==> config.mk <==
export PLATFORM = sky130hd
export DESIGN_NAME = uid_crc8_check
export DESIGN_NICKNAME = d
export VERILOG_FILES = /design/src/rtl/uidchk_pkg.sv /design/src/rtl/uidchk_ctrl.sv /design/src/rtl/uidchk_crc.sv /design/src/rtl/uidchk_asm.sv /design/src/rtl/uid_crc8_check.sv
export SDC_FILE = /design/constraint.sdc
export NUM_CORES = 1
export LEC_CHECK = 0
export ABC_AREA = 1
export BUFFER_PORTS_ARGS = -buffer_cell sky130_fd_sc_hd__buf_2
export CAP_MARGIN = 20
export CELL_PAD_IN_SITES_DETAIL_PLACEMENT = 0
export CELL_PAD_IN_SITES_GLOBAL_PLACEMENT = 1
export CORE_MARGIN = 5
export CORE_UTILIZATION = 34
export CTS_BUF_LIST = sky130_fd_sc_hd__clkbuf_8
export CTS_CLUSTER_SIZE = 28
export DETAILED_ROUTE_END_ITERATION = 8
export MAX_ROUTING_LAYER = met4
export PLACE_DENSITY = 0.75
export REMOVE_ABC_BUFFERS = 1
export SYNTH_ARGS = -nofsm -noshare
export SYNTH_HDL_FRONTEND = slang
export SYNTH_SLANG_ARGS = --single-unit
export TNS_END_PERCENT = 100
==> constraint.sdc <==
create_clock -name clk -period 2.3 [get_ports clk]
set_input_delay 0.115 -clock clk [delete_from_list [all_inputs] [get_ports clk]]
set_output_delay 0.115 -clock clk [all_outputs]
set_load 0.02 [all_outputs]
==> src/rtl/uidchk_pkg.sv <==
package uidchk_pkg;

    localparam int unsigned BYTE_W = 8;

    typedef struct packed {
        logic              start;
        logic              valid;
        logic [BYTE_W-1:0] data;
    } beat_t;

    // One byte through the CRC-8: XOR in, then eight shift steps.
    function automatic logic [BYTE_W-1:0] crc8_byte(
        input logic [BYTE_W-1:0] crc_in,
        input logic [BYTE_W-1:0] din,
        input logic [BYTE_W-1:0] poly
    );
        logic [BYTE_W-1:0] r;
        r = crc_in ^ din;
        for (int i = 0; i < BYTE_W; i++) begin
            if (r[BYTE_W-1])
                r = {r[BYTE_W-2:0], 1'b0} ^ poly;
            else
                r = {r[BYTE_W-2:0], 1'b0};
        end
        return r;
    endfunction

endpackage

==> src/rtl/uidchk_ctrl.sv <==
module uidchk_ctrl
    import uidchk_pkg::*;
#(
    parameter int unsigned ID_BYTES = 8,
    localparam int unsigned CW = $clog2(ID_BYTES + 1)
) (
    input  logic          clk,
    input  logic          rst,
    input  beat_t         beat,
    output logic          take_chk,
    output logic          take_id,
    output logic          last_id,
    output logic          open_q,
    output logic [CW-1:0] cnt_q
);

    always_comb begin
        take_chk = beat.valid && beat.start;
        take_id  = beat.valid && !beat.start && open_q;
        last_id  = take_id && (cnt_q == CW'(ID_BYTES - 1));
    end

    always_ff @(posedge clk) begin
        if (rst) begin
            open_q <= 1'b0;
            cnt_q  <= '0;
        end else if (take_chk) begin
            open_q <= 1'b1;
            cnt_q  <= '0;
        end else if (take_id) begin
            if (last_id) begin
                open_q <= 1'b0;
                cnt_q  <= '0;
            end else begin
                cnt_q <= cnt_q + 1'b1;
            end
        end
    end

    assert_count_bound_R9: assert property (@(posedge clk) disable iff (rst)
        cnt_q < CW'(ID_BYTES));

    assert_closed_idle_R9: assert property (@(posedge clk) disable iff (rst)
        !open_q |-> cnt_q == '0);

    assert_start_opens_R10: assert property (@(posedge clk) disable iff (rst)
        take_chk |=> (open_q && cnt_q == '0));

endmodule

==> src/rtl/uidchk_crc.sv <==
module uidchk_crc
    import uidchk_pkg::*;
#(
    parameter logic [BYTE_W-1:0] POLY = 8'h07,
    parameter logic [BYTE_W-1:0] INIT = 8'hFF
) (
    input  logic              clk,
    input  logic              rst,
    input  logic              take_chk,
    input  logic              take_id,
    input  logic [BYTE_W-1:0] din,
    output logic [BYTE_W-1:0] crc_next,
    output logic [BYTE_W-1:0] chk_q
);

    logic [BYTE_W-1:0] crc_q;

    always_comb crc_next = crc8_byte(crc_q, din, POLY);

    always_ff @(posedge clk) begin
        if (rst) begin
            crc_q <= INIT;
            chk_q <= '0;
        end else if (take_chk) begin
            crc_q <= INIT;
            chk_q <= din;
        end else if (take_id) begin
            crc_q <= crc_next;
        end
    end

    assert_seed_on_start_R2: assert property (@(posedge clk) disable iff (rst)
        take_chk |=> crc_q == INIT);

    assert_crc_hold_R8: assert property (@(posedge clk) disable iff (rst)
        !(take_chk || take_id) |=> $stable(crc_q));

endmodule

==> src/rtl/uidchk_asm.sv <==
module uidchk_asm
    import uidchk_pkg::*;
#(
    parameter int unsigned ID_BYTES = 8,
    localparam int unsigned UW = ID_BYTES * BYTE_W
) (
    input  logic              clk,
    input  logic              rst,
    input  logic              take_chk,
    input  logic              take_id,
    input  logic [BYTE_W-1:0] din,
    output logic [UW-1:0]     asm_next
);

    logic [UW-1:0] acc_q;

    // New byte enters at the top and earlier bytes shift down, so after
    // the last byte the first identifier byte occupies the low lane.
    generate
        if (ID_BYTES > 1) begin : g_multi
            always_comb asm_next = {din, acc_q[UW-1:BYTE_W]};
        end else begin : g_single
            always_comb asm_next = din;
        end
    endgenerate

    always_ff @(posedge clk) begin
        if (rst || take_chk)
            acc_q <= '0;
        else if (take_id)
            acc_q <= asm_next;
    end

    assert_acc_hold_R8: assert property (@(posedge clk) disable iff (rst)
        !(take_chk || take_id) |=> $stable(acc_q));

endmodule

==> src/rtl/uid_crc8_check.sv <==
module uid_crc8_check
    import uidchk_pkg::*;
#(
    parameter int unsigned ID_BYTES = 8,
    parameter logic [7:0] POLY = 8'h07,
    parameter logic [7:0] INIT = 8'hFF,
    localparam int unsigned UW = ID_BYTES * BYTE_W,
    localparam int unsigned CW = $clog2(ID_BYTES + 1)
) (
    input  logic          clk,
    input  logic          rst,
    input  logic          in_start,
    input  logic          in_valid,
    input  logic [7:0]    in_data,
    output logic          done,
    output logic          id_ok,
    output logic [7:0]    crc_value,
    output logic [UW-1:0] uid_out
);

    beat_t             beat;
    logic              take_chk, take_id, last_id, open_q;
    logic [CW-1:0]     cnt_q;
    logic [BYTE_W-1:0] crc_next, chk_q;
    logic [UW-1:0]     asm_next;
    logic              match;

    always_comb begin
        beat.start = in_start;
        beat.valid = in_valid;
        beat.data  = in_data;
        match      = (crc_next == chk_q);
    end

    uidchk_ctrl #(.ID_BYTES(ID_BYTES)) u_ctrl (
        .clk(clk), .rst(rst), .beat(beat),
        .take_chk(take_chk), .take_id(take_id), .last_id(last_id),
        .open_q(open_q), .cnt_q(cnt_q)
    );

    uidchk_crc #(.POLY(POLY), .INIT(INIT)) u_crc (
        .clk(clk), .rst(rst), .take_chk(take_chk), .take_id(take_id),
        .din(in_data), .crc_next(crc_next), .chk_q(chk_q)
    );

    uidchk_asm #(.ID_BYTES(ID_BYTES)) u_asm (
        .clk(clk), .rst(rst), .take_chk(take_chk), .take_id(take_id),
        .din(in_data), .asm_next(asm_next)
    );

    always_ff @(posedge clk) begin
        if (rst) begin
            done      <= 1'b0;
            id_ok     <= 1'b0;
            crc_value <= '0;
            uid_out   <= '0;
        end else begin
            done <= last_id;
            if (last_id) begin
                crc_value <= crc_next;
                id_ok     <= match;
                if (match)
                    uid_out <= asm_next;
            end
        end
    end

    assert_done_pulse_R5: assert property (@(posedge clk) disable iff (rst)
        done |=> !done);

    assert_done_after_byte_R5: assert property (@(posedge clk) disable iff (rst)
        done |-> $past(in_valid));

    assert_uid_guarded_R7: assert property (@(posedge clk) disable iff (rst)
        !$stable(uid_out) |-> (done && id_ok));

    assert_ok_changes_on_done_R4: assert property (@(posedge clk) disable iff (rst)
        !$stable(id_ok) |-> done);

endmodule

==> flow_summary_export.csv, run 1 <==
group,metric,value,unit
power_and_ir_drop,internal_power_of_the_cells,0.00391,W
floorplanning,die_area,0.0212,mm2
logic_synthesis,ys_seq_area_frac,0.484,
global_routing,grt_first_pass_wirelength,25200,um
sta,drv_slew,0,
sta,timing.final.hold_violations,0,
layout,drive_above_1_share,0.160,
sta,fin_crit_sh,0.898,
worst_hold_path,min-delay-path-class,"input port to register",
layout,fillerInstances,1953,
place,finalWeightedCongestion,0.859,
sta,finClkSkew,0.0113,ns
floorplanning,io_pins,86,
drt,drtIter0Drc,393,
power_and_ir_drop,static-leakage-power,4.24,nW
logic_synthesis,synth_xor_area_frac,0.00421,
clocking,cts_inserted_buffers,17,
floorplanning,row_count,49,
place,io_buffers,85,
logic_synthesis,synth_warnings,0,
global_routing,grt.met3_usage,0.0380,
layout,antennaDiodeCount,0,
worst_setup_path,startpoint_type,"input port",
power_and_ir_drop,seq_power_share,0.515,
layout,layout.area.seq,0.00302,mm2
drt,detail_route.drc_violations,0,
power_and_ir_drop,p_sw_frac,0.246,
global_routing,grt-busiest-layer,"met2",
sta,post-route-worst-setup-slack,0.235,ns
logic_synthesis,synthesis.instances,926,
layout,multi_input_area,0.00265,mm2
logic_synthesis,yosys.area_share.simple,0.327,
global_routing,grt.met2_usage,0.233,
global_routing,groute.usage.overall,0.146,
global_routing,grt_overflow,0,
global_routing,number_of_global_route_vias_before_repair,5125,
layout,syn2layout_area_growth,20.2,%
worst_setup_path,end_kind,"register",
place,detailedPlace.worstSlack,0.187,ns
power_and_ir_drop,vdd_drop_max,390,uV
logic_synthesis,synth_top_family_by_area,"simple AND/OR/NAND/NOR gates",
worst_setup_path,cp_max_fo,44,
clocking,clk-insertion-delay-late,0.45,ns
power_and_ir_drop,power_frac_clock,0.418,
power_and_ir_drop,switching_power,0.00128,W
power_and_ir_drop,power_density,692,mW/mm2
power_and_ir_drop,power.combinational.fraction,0.068,
global_routing,grtUsageMet1,0.184,
logic_synthesis,synth.ff_latch_count,151,
job,maxCapViolations,0,
logic_synthesis,synth_adder_area_share,0.00201,
logic_synthesis,mux_contribution_to_synthesized_area,0,
sta,timing.final.setup_violations,0,
floorplanning,core_region_area,0.0180,mm2
logic_synthesis,synth_compound_area_frac,0.0850,
outcome,run_status,"complete, no violations",
clocking,cts.htree.levels,4,
global_routing,grt_antenna_before_repair,0,
clocking,numClockSinks,151,
layout,post-route-util,0.416,
drt,vias_per_cell,4.42,
sta,clock.fmax,0.484,GHz
sta,layout_min_cycle_time,2.06,ns
floorplanning,die_w,145,um
drt,detailroute.via_count,5567,
drt,postRouteWirelength,15200,um
clocking,clk_pin_slew,0.08,ns
logic_synthesis,synth_area_per_cell,6.74,um2
floorplanning,initial_core_util,0.346,
sta,tightestPinTransition,0.530,ns
clocking,tritoncts,"built",
clocking,clk_path_buf_depth,2,
global_routing,pin_count_of_the_biggest_net_entering_global_routing,46,
worst_setup_path,path_type_of_the_worst_setup_path,"input port to register",
worst_setup_path,critical_path_arrival,2.45,ns
worst_setup_path,cp.required,2.68,ns
sta,rsz0062_at_grt,"no",
drt,dr.pass1.iters,4,
layout,finalNetCount,1030,
logic_synthesis,ys_types,24,
sta,worst_slew_margin_rel,0.646,
drt,routed_length_per_placed_instance,12.0,um
drt,ant_nets,0,
place,place_hpwl,9840,um
clocking,clock_tree.root_cell,"clkbuf_8",
floorplanning,die_y,145,um
logic_synthesis,synth.cell_area,0.00624,mm2
final timing paths:
| check | from | endpoint | slack, ns | cells after the start |
|---|---|---|---|---|
| worst min register to register | u_ctrl.cnt_q[2] | u_ctrl.cnt_q[2] | 0.47 | 2 |
| worst max register to register | u_crc.crc_q[4] | uid_out[59] | 0.25 | 17 |
| worst max-delay path | in_data[7] | uid_out[59] | 0.24 | 18 |
| worst min-delay path | in_start | u_ctrl.cnt_q[2] | 0.11 | 5 |
what timing repair did:
action	in CTS	in global routing
hold endpoints to repair	20	0
setup endpoints to repair	0	60
gates resized for setup	0	5
setup buffers	0	6
hold buffers	9	0
routing by layer:
layer | part of all wire | up-vias | routed length, um
met3 | 0.045 | 15 | 688
li1 | - | 2984 | -
met5 | 0 | - | 0
met4 | 0.012 | 0 | 181
met1 | 0.50 | 2476 | 7570
met2 | 0.44 | 92 | 6730
synth_stat cells (all sizes together):
cell type / count / area (um2)
nand3: 21 / 105
clkinv: 1 / 3.75
nand4: 1 / 6.26
ha: 1 / 12.5
nor3: 1 / 5.00
a21oi: 21 / 105
xor2: 1 / 8.76
dfxtp: 151 / 3020
nor2: 250 / 951
buf: 15 / 116
o211ai: 8 / 60.1
inv: 100 / 375
nand3b: 1 / 7.51
nand2: 249 / 965
xnor2: 2 / 17.5
clkbuf: 30 / 113
o21ai: 73 / 365
cell type report:
cell class,instances,area share
Clock inverter,12,0.0198
Multi-Input combinational cell,630,0.353
Timing Repair Buffer,116,0.0991
Sequential cell,151,0.403
Tap cell,229,0.0382
Clock buffer,20,0.0367
Inverter,101,0.0505
per-stage QoR:
stage	TNS (ns)	hold WS, ns	area [um2]	std cells	power, W
3_3_place_gp	0	0.429	6920	1211	0.00307
2_1_floorplan	-75.71	0.184	6010	881	0.00294
4_1_cts	0	0.0748	7430	1252	0.00527
3_5_place_dp	0	0.432	6920	1211	0.00307
5_1_grt	0	0.161	7500	1259	0.00544
6_report	0	0.113	7500	1259	0.00519
worst max-delay path, stage by stage:
cell and delay (ns):
dlygate4sd3_1 0.53, buf_2 0.16, inv_2 0.08, nand2_1 0.05, nand2_1 0.13, nand2_1 0.10, nand2_2 0.09, nand2_1 0.08
nand2_4 0.12, nand2_1 0.06, nand2_1 0.06, nand3_1 0.12, nor2_4 0.17, nand2_4 0.13, buf_12 0.20, nand2_1 0.08
nand2_1 0.05, nor2_1 0.09
state kept, by name, indices dropped and copies added (netlist names):
| signal | flops |
|---|---|
| uid_out | 64 |
| u_asm.acc_q | 56 |
| u_crc.crc_q | 8 |
| u_ctrl.cnt_q | 4 |
| u_ctrl.open_q | 1 |
| crc_value | 8 |
| u_crc.chk_q | 8 |
| done | 1 |
| id_ok | 1 |
power groups by stage:
stage	Combinational [W]	Sequential, W	Clock, W
6_report	0.000351	0.00267	0.00217
5_1_grt	0.000400	0.00268	0.00236
4_1_cts	0.000347	0.00267	0.00225
3_5_place_dp	0.000334	0.00273	0
3_3_place_gp	0.000335	0.00273	0
2_1_floorplan	0.000210	0.00273	0
cell usage in the layout, fill, tap and decap left out, drive strengths merged:
cell	count
buf	107
dlygate4sd3	9
nor3	1
xnor2	2
a21oi	21
dfxtp	151
o21ai	73
nand3	21
clkbuf	20
ha	1
inv	102
nand4	1
o211ai	8
bufinv	3
nand2	250
clkinvlp	3
xor2	1
nand3b	1
clkinv	5
nor2	250
kinds of logic after synthesis:
kind of cell	count (synthesis)
flip-flops	151
adder cells (fa/ha/maj)	1
AO/OA/AOI/OAI	102
AND/OR/NAND/NOR	523
buffers and inverters	146
XOR/XNOR	3
(Power assumes the default switching activity.)
==> run 2, diff against run 1 <==
- CORE_UTILIZATION: 34 -> 42
- PLACE_DENSITY: 0.75 -> 0.89
==> flow_summary_export.csv, run 2 (synthesized netlist as in run 1, its figures left out) <==
group,metric,value,unit
outcome,run_status,"complete, no violations",
global_routing,grt_overflow,0,
clocking,clock_tree.root_cell,"clkbuf_8",
clocking,clk_pin_slew,0.07,ns
global_routing,groute.usage.overall,0.168,
clocking,clk-insertion-delay-late,0.44,ns
floorplanning,initial_core_util,0.429,
sta,layout_min_cycle_time,2.12,ns
power_and_ir_drop,power,0.00530,W
layout,antennaDiodeCount,0,
worst_setup_path,cpMostUsedCell,"nand2_1",
sta,clock.fmax,0.472,GHz
place,detailedPlace.worstSlack,0.165,ns
power_and_ir_drop,p_sw_frac,0.235,
worst_setup_path,crit_buf_inv,4,
sta,tightestPinTransition,0.628,ns
sta,timing.final.setup_violations,0,
sta,finClkSkew,0.00826,ns
layout,final_cell_mix,"246 x nor2_1, 237 x nand2_1, 151 x dfxtp_1",
worst_setup_path,cp.required,2.68,ns
drt,postRouteWirelength,14300,um
worst_setup_path,cpMaxStageDelayCell,"dlygate4sd3_1",
floorplanning,die_w,132,um
worst_hold_path,min-delay-path-class,"input port to register",
layout,syn2layout_area_growth,18.6,%
power_and_ir_drop,internal_power_of_the_cells,0.00406,W
sta,rsz0062_at_grt,"no",
floorplanning,core_region_area,0.0145,mm2
global_routing,grt_first_pass_wirelength,23700,um
drt,dr.pass1.iters,4,
worst_setup_path,crit_chain,"dlygate4sd3_1, buf_2, inv_1, nand2_1, nand2_2, nand2_1, nand2_2, nand2_1, nand2_2, nand2_1, nand3_1, nand2_1, nor2_2, nand2_4, buf_12, nand2_1, nand2_1, nor2_1",
floorplanning,die_y,132,um
place,place_hpwl,8950,um
worst_setup_path,path_type_of_the_worst_setup_path,"input port to register",
worst_setup_path,worst_path_largest_cell_delay,0.53,ns
power_and_ir_drop,switching_power,0.00125,W
layout,finalNetCount,1020,
layout,largest_register_ff_count,64,
layout,fillerInstances,1525,
drt,routed_length_per_placed_instance,11.9,um
sta,fin_crit_sh,0.921,
worst_setup_path,end_kind,"register",
sta,timing.final.hold_violations,0,
place,io_buffers,85,
sta,post-route-worst-setup-slack,0.181,ns
drt,vias_per_cell,4.57,
sta,worst_slew_margin_rel,0.581,
clocking,numClockSinks,151,
layout,drive_above_1_share,0.149,
global_routing,number_of_global_route_vias_before_repair,4875,
worst_setup_path,critical_path_arrival,2.50,ns
drt,ant_nets,0,
sta,fin_setup_tns,0,ns
clocking,cts.htree.levels,4,
layout,largest_registers,"uid_out x64, u_asm.acc_q x56",
power_and_ir_drop,power_density,716,mW/mm2
clocking,cts_inserted_buffers,17,
layout,registers.top_by_ff_count,"uid_out",
global_routing,pin_count_of_the_biggest_net_entering_global_routing,61,
power_and_ir_drop,static-leakage-power,4.22,nW
floorplanning,die_area,0.0174,mm2
power_and_ir_drop,vdd_drop_max,338,uV
power_and_ir_drop,power.combinational.fraction,0.063,
floorplanning,io_pins,86,
floorplanning,row_count,44,
drt,detail_route.drc_violations,0,
power_and_ir_drop,seq_power_share,0.504,
worst_setup_path,cp_max_fo,53,
power_and_ir_drop,power_frac_clock,0.433,
job,maxCapViolations,0,
worst_setup_path,cpLargestDelayFamily,"simple AND/OR/NAND/NOR gates",
clocking,tritoncts,"built",
clocking,clk_path_buf_depth,2,
layout,most_common_cell_after_layout_fill_and_taps_aside,"nor2_1",
place,finalWeightedCongestion,0.836,
drt,drtIter0Drc,353,
worst_setup_path,startpoint_type,"input port",
sta,drv_slew,0,
drt,detailroute.via_count,5499,
global_routing,grt_antenna_before_repair,0,
-- run 2: layout make-up --
cell class,instances,area [um2],share of cell area
Inverter,101,379,0.0512
Tap cell,184,230,0.0311
Clock buffer,21,289,0.0391
Multi-Input combinational cell,629,2620,0.354
Sequential cell,151,3020,0.408
Timing Repair Buffer,107,688,0.0930
Clock inverter,11,170,0.0230
-- run 2: timing repair --
action,in CTS,in global routing
endpoints found under the hold margin,19,0
resized for setup,0,1
endpoints found under the setup margin,0,53
hold buffers,9,0
buffers inserted,0,2
-- run 2: path summary, 6_finish.rpt --
path / start / depth (start not counted) / to / slack, ns
worst max-delay path: in_data[6] / 18 / uid_out[57] / 0.18
worst min-delay path: in_start / 5 / u_ctrl.cnt_q[2] / 0.12
worst max register to register: u_crc.crc_q[6] / 16 / uid_out[57] / 0.21
worst min register to register: u_ctrl.open_q / 2 / u_ctrl.open_q / 0.47
-- run 2: layer usage --
metal / global-route usage / up-vias / share of wire
met3: 0.0443 / 20 / 0.036
met2: 0.257 / 90 / 0.44
met5: - / - / 0
met4: 0.0634 / 0 / 0.021
met1: 0.213 / 2420 / 0.50
li1: - / 2969 / -
-- run 2: worst register-to-register path, stage by stage (launching register included) --
cell	delay, ns
dfxtp_1	0.33
inv_1	0.10
nand2_1	0.08
nand2_2	0.10
nand2_1	0.09
nand2_2	0.10
nand2_1	0.06
nand2_2	0.15
nand2_1	0.10
nand3_1	0.09
nand2_1	0.09
nor2_2	0.16
nand2_4	0.12
buf_12	0.21
nand2_1	0.10
nand2_1	0.04
nor2_1	0.10
-- run 2: through the flow --
step / cells / hold WS [ns] / utilization / cell area, um2
5_1_grt: 1204 / 0.131 / 0.509 / 7400
2_1_floorplan: 881 / 0.184 / - / 6010
6_report: 1204 / 0.116 / 0.509 / 7400
3_3_place_gp: 1160 / 0.407 / 0.468 / 6800
4_1_cts: 1201 / 0.0907 / 0.506 / 7350
3_5_place_dp: 1160 / 0.414 / 0.468 / 6800
-- run 2: power by group through the flow --
stage	logic [W]	registers (W)	clock network [W]
floorplan	0.000210	0.00273	0
global placement	0.000322	0.00273	0
detailed placement	0.000322	0.00273	0
CTS	0.000335	0.00267	0.00234
global route	0.000379	0.00268	0.00246
finish	0.000332	0.00267	0.00230
